==> src/rtl/thr_pkg.sv <==
package thr_pkg;

  typedef enum logic [1:0] {
    ST_IDLE = 2'd0,
    ST_WAIT = 2'd1,
    ST_ON   = 2'd2,
    ST_OFF  = 2'd3
  } thr_state_e;

  localparam logic [1:0] CSTATE_RUN = 2'b00;

  // clocks the stop request is held after the grant
  function automatic int on_clks(input int code, input int step);
    return code * step;
  endfunction

  // clocks the stop request is released in one period
  function automatic int off_clks(input int code, input int step, input int period);
    return period - code * step;
  endfunction

endpackage

==> src/rtl/thr_qual_timer.sv <==
module thr_qual_timer #(
  parameter int QUAL_TICKS = 2000
) (
  input  logic clk,
  input  logic rst_n,
  input  logic slow_tick,
  input  logic therm_active,
  output logic therm_qual
);
  localparam int QW = $clog2(QUAL_TICKS + 1);
  localparam logic [QW-1:0] QMAX = QW'(QUAL_TICKS);

  logic [QW-1:0] qual_cnt;

  always_ff @(posedge clk) begin
    if (!rst_n) begin
      qual_cnt <= '0;
    end else if (!therm_active) begin
      qual_cnt <= '0;
    end else if (slow_tick && (qual_cnt != QMAX)) begin
      qual_cnt <= qual_cnt + 1'b1;
    end
  end

  assign therm_qual = (qual_cnt == QMAX);
endmodule

==> src/rtl/thr_duty_sel.sv <==
module thr_duty_sel #(
  parameter int CODE_W = 3
) (
  input  logic              therm_qual,
  input  logic              sys_awake,
  input  logic [1:0]        cpu_cstate,
  input  logic              force_throttle,
  input  logic              sw_throttle_en,
  input  logic [CODE_W-1:0] therm_duty,
  input  logic [CODE_W-1:0] sw_duty,
  output logic              therm_req,
  output logic              req_on,
  output logic [CODE_W-1:0] sel_code
);
  import thr_pkg::*;

  logic run_ok;
  logic therm_path;

  always_comb begin
    run_ok     = sys_awake && (cpu_cstate == CSTATE_RUN);
    therm_req  = therm_qual && run_ok;
    therm_path = therm_req || force_throttle;
    req_on     = therm_path || sw_throttle_en;
    sel_code   = therm_path ? therm_duty : sw_duty;
  end
endmodule

==> src/rtl/thr_period_engine.sv <==
module thr_period_engine #(
  parameter int PERIOD_CLKS = 1024,
  parameter int CODE_W      = 3
) (
  input  logic              clk,
  input  logic              rst_n,
  input  logic              req_on,
  input  logic [CODE_W-1:0] sel_code,
  input  logic              stop_grant,
  output logic              stop_clk_n,
  output logic              in_wait,
  output logic              in_on,
  output logic              load_code,
  output logic [CODE_W-1:0] cur_code
);
  import thr_pkg::*;

  localparam int CNT_W = $clog2(PERIOD_CLKS);
  localparam int STEP  = PERIOD_CLKS / (2 ** CODE_W);

  thr_state_e       state;
  logic [CNT_W-1:0] cnt;
  logic             go;
  logic             last_on;
  logic             last_off;

  always_comb begin
    go        = req_on && (sel_code != '0);
    last_on   = (int'(cnt) == on_clks(int'(cur_code), STEP) - 1);
    last_off  = (int'(cnt) == off_clks(int'(cur_code), STEP, PERIOD_CLKS) - 1);
    load_code = go && ((state == ST_IDLE) || ((state == ST_OFF) && last_off));
    in_wait   = (state == ST_WAIT);
    in_on     = (state == ST_ON);
    stop_clk_n = !(in_wait || in_on);
  end

  always_ff @(posedge clk) begin
    if (!rst_n) begin
      state    <= ST_IDLE;
      cnt      <= '0;
      cur_code <= '0;
    end else begin
      if (load_code) cur_code <= sel_code;
      if (state == ST_IDLE) begin
        if (go) begin
          state <= ST_WAIT;
          cnt   <= '0;
        end
      end else if (!req_on) begin
        state <= ST_IDLE;
        cnt   <= '0;
      end else begin
        unique case (state)
          ST_WAIT: begin
            if (stop_grant) begin
              state <= ST_ON;
              cnt   <= '0;
            end
          end
          ST_ON: begin
            if (last_on) begin
              state <= ST_OFF;
              cnt   <= '0;
            end else begin
              cnt <= cnt + 1'b1;
            end
          end
          ST_OFF: begin
            if (last_off) begin
              state <= go ? ST_WAIT : ST_IDLE;
              cnt   <= '0;
            end else begin
              cnt <= cnt + 1'b1;
            end
          end
          default: state <= ST_IDLE;
        endcase
      end
    end
  end
endmodule

==> src/rtl/thermal_throttle.sv <==
module thermal_throttle #(
  parameter int PERIOD_CLKS = 1024,
  parameter int QUAL_TICKS  = 2000
) (
  input  logic       clk,
  input  logic       rst_n,
  input  logic       slow_tick,
  input  logic       therm_active,
  input  logic       sys_awake,
  input  logic [1:0] cpu_cstate,
  input  logic       force_throttle,
  input  logic       sw_throttle_en,
  input  logic [2:0] therm_duty,
  input  logic [2:0] sw_duty,
  input  logic       stop_grant,
  output logic       stop_clk_n
);
  localparam int CODE_W = 3;
  localparam int STEP_CLKS = PERIOD_CLKS / (2 ** CODE_W);

  logic              therm_qual;
  logic              therm_req;
  logic              req_on;
  logic [CODE_W-1:0] sel_code;
  logic [CODE_W-1:0] cur_code;
  logic              in_wait;
  logic              in_on;
  logic              load_code;

  thr_qual_timer #(.QUAL_TICKS(QUAL_TICKS)) u_qual (
    .clk(clk), .rst_n(rst_n), .slow_tick(slow_tick),
    .therm_active(therm_active), .therm_qual(therm_qual)
  );

  thr_duty_sel #(.CODE_W(CODE_W)) u_sel (
    .therm_qual(therm_qual), .sys_awake(sys_awake), .cpu_cstate(cpu_cstate),
    .force_throttle(force_throttle), .sw_throttle_en(sw_throttle_en),
    .therm_duty(therm_duty), .sw_duty(sw_duty),
    .therm_req(therm_req), .req_on(req_on), .sel_code(sel_code)
  );

  thr_period_engine #(.PERIOD_CLKS(PERIOD_CLKS), .CODE_W(CODE_W)) u_eng (
    .clk(clk), .rst_n(rst_n), .req_on(req_on), .sel_code(sel_code),
    .stop_grant(stop_grant), .stop_clk_n(stop_clk_n),
    .in_wait(in_wait), .in_on(in_on), .load_code(load_code),
    .cur_code(cur_code)
  );
endmodule

==> config.mk <==
export PLATFORM = sky130hd
export DESIGN_NAME = thermal_throttle
export DESIGN_NICKNAME = d
export VERILOG_FILES = /design/src/rtl/thr_pkg.sv /design/src/rtl/thr_qual_timer.sv /design/src/rtl/thr_duty_sel.sv /design/src/rtl/thr_period_engine.sv /design/src/rtl/thermal_throttle.sv
export SDC_FILE = /design/constraint.sdc
export NUM_CORES = 1
export LEC_CHECK = 0
export BUFFER_PORTS_ARGS = -buffer_cell sky130_fd_sc_hd__buf_2
export CORE_ASPECT_RATIO = 1.5
export CORE_MARGIN = 5
export CORE_UTILIZATION = 55
export CTS_CLUSTER_SIZE = 20
export DETAILED_ROUTE_END_ITERATION = 6
export PLACE_DENSITY = 0.83
export RECOVER_POWER = 25
export SLEW_MARGIN = 20
export SYNTH_ARGS = -nofsm -noshare
export SYNTH_HDL_FRONTEND = slang
export SYNTH_HIERARCHICAL = 1
export SYNTH_SLANG_ARGS = --single-unit
==> constraint.sdc <==
create_clock -name clk -period 3.55 [get_ports clk]
set_clock_uncertainty 0.2 [all_clocks]
set_input_delay 0.1775 -clock clk [delete_from_list [all_inputs] [get_ports clk]]
set_output_delay 0.1775 -clock clk [all_outputs]
set_load 0.01 [all_outputs]
==> reports/qor.yml <==
detailed_routing:
  vias: 1627
  ant_nets: 0
  vias_per_cell: 5.83
  drt-initial-drc-count: 49
  finalWirelength_um: 3880
  drc: 0
  post_drt_wl_per_cell_um: 13.9
  dr.pass1.iters: 4
die:
  core_um2: 3160
  start_util: 0.576
  pin_count: 17
  rows: 25
  die_w_um: 57.0
  die_area_um2: 4580
  die_y_um: 80.5
power_and_ir_drop:
  p_leak_nw: 0.786
  net-switching-power_w: 0.000288
  p_int_w: 0.000584
  ir_drop_v: 0.000317
  seq_power_share: 0.378
  sw_frac_of_total: 0.330
  p_per_area_nw_per_um2: 434
  p_comb_frac: 0.338
  pwr-share-clk: 0.284
global_routing:
  grt_overflow: 0
  grt_start_max_net_pins: 16
  grt_pass1_wl_um: 6220
  grt.total_usage: 0.172
  first_global_vias: 1545
  antenna_found_initial: 0
placement:
  place_inst: 275
  placed_area_um2: 1940
  gp_congestion: 0.878
  port_buffers: 16
  dpl.hpwl_um: 3040
status:
  status: "finished clean"
setup_path:
  required_ps: 3550
  cp_common_cell: "nand2_1"
  cp-start-kind: "flip-flop"
  path_cells: "inv_1 -> ha_1 -> and4b_1 -> and4_2 -> and4bb_4 -> nor2_4 -> mux2_4 -> o31ai_1 -> nand2_1 -> a21oi_1 -> buf_4 -> nand2_1 -> o211ai_1"
  max_stage_delay_ps: 470
  worstSetupPathType: "reg -> reg"
  path_delay_family: "simple AND/OR/NAND/NOR gates"
  r2r_start: "u_qual/qual_cnt[0]"
  worstPathMaxFanout: 8
  path_buf_inv: 2
  worst_path_max_delay_cell: "o31ai_1"
  crit_start: "u_qual/qual_cnt[0]"
  cp.arrival_ps: 3200
  crit_path_end_kind: "flip-flop"
synth:
  synth_nets: 250
  yosys_warnings: 6
  synth.cell_area_um2: 1820
  synth_area_per_cell_um2: 8.16
  synthCells: 223
sta:
  period_share: 0.900
  hold_violations: 0
  relSlewSlack: 0.656
  fin_crit_ps: 3200
  setup_tns_ps: 0
  slew_violations: 0
  tightest_slew_ps: 513
  fmax_ghz: 0.313
  setup_viol: 0
  rsz0062_at_grt: "false"
cells_and_area:
  multiInputGateArea_um2: 1230
  nets: 267
  final_cells: 279
  final_util: 0.635
  diodes: 0
  design_area_um2: 2010
  drive_gt1_frac: 0.167
  regArea_um2: 520
  nFillCells: 270
  synthToLayoutAreaGrowth_pct: 10.2
clock_network:
  cts_resized: 0
  cts_buffers: 3
  cts_tree: "done"
  cts_sinks: 26
  h-tree-depth: 1
  clk_path_buf_depth: 2
  hold_buffers: 0
  clk_latency_ps: 270
  cts_setup_buffers: 0
  path_clk_slew_ps: 90
  clockRootBuffer: "clkbuf_8"
hold_path:
  min_from: "therm_active"
  hp-class: "in -> reg"
flow_run:
  maxCapViolCount: 0
per-stage QoR:
stage	power, W	setup slack (ps)	hold slack [ps]
final	0.000872	354	6.86
after global routing	0.000924	111	34.8
after CTS	0.000878	377	1.28
after detailed placement	0.000625	409	272
after global placement	0.000617	452	254
after floorplan	0.000561	587	120
flip-flops by register name, indices dropped and copies added, names as in the netlist:
signal / cells
u_eng/state: 2
u_eng/cnt: 10
u_qual/qual_cnt: 11
u_eng/cur_code: 3
power by group through the flow:
stage | Sequential (W) | Clock, W | Combinational (W)
2_1_floorplan | 0.000326 | 0 | 0.000235
6_report | 0.000329 | 0.000248 | 0.000295
4_1_cts | 0.000329 | 0.000255 | 0.000295
5_1_grt | 0.000331 | 0.000269 | 0.000324
3_5_place_dp | 0.000335 | 0 | 0.000289
3_3_place_gp | 0.000335 | 0 | 0.000282
tightest hold or removal path: cells and delay by family:
family / cells / cell delay [ps]
AOI/OAI and AO/OA: 1 / 100
and+or+nand+nor: 1 / 50
buffers and inverters: 1 / 120
cells in the final DEF, fill, tap and decap left out, drive strengths merged, types with 2 or more instances in the layout:
master  instances
nand2          33
dfxtp          26
buf            17
nor2           17
o21ai          14
a21oi          14
inv            13
ha             11
nand3           9
nor2b           7
nand4           6
xnor2           5
xor2            5
o22ai           5
nor3            5
clkbuf          3
and2            3
nand3b          3
o211ai          3
mux2i           3
mux2            3
and4            3
nor4            3
or3             3
or4             2
and4bb          2
a41o            2
a31oi           2
final cells by class:
class	count	share of cell area
Multi-Input combinational cell	179	0.612
Sequential cell	26	0.259
Timing Repair Buffer	17	0.0436
Tap cell	40	0.0249
Inverter	13	0.0243
Clock buffer	3	0.0206
Clock inverter	1	0.0150
final timing paths:
path / endpoint / slack (ps) / cells after the start
worst max-delay path: u_eng/cnt[9] / 350 / 13
worst min register to register: u_eng/cnt[1] / 280 / 2
worst max register to register: u_eng/cnt[9] / 350 / 13
worst min-delay path: u_qual/qual_cnt[2] / 7 / 3
layer usage:
layer,wire (um),vias up,global-route usage
met3,83,11,0.0241
met1,1430,748,0.151
li1,-,844,-
met4,146,0,0.118
met5,0,-,0
met2,2220,24,0.343
No activity file was read; power rests on OpenSTA's default activity.
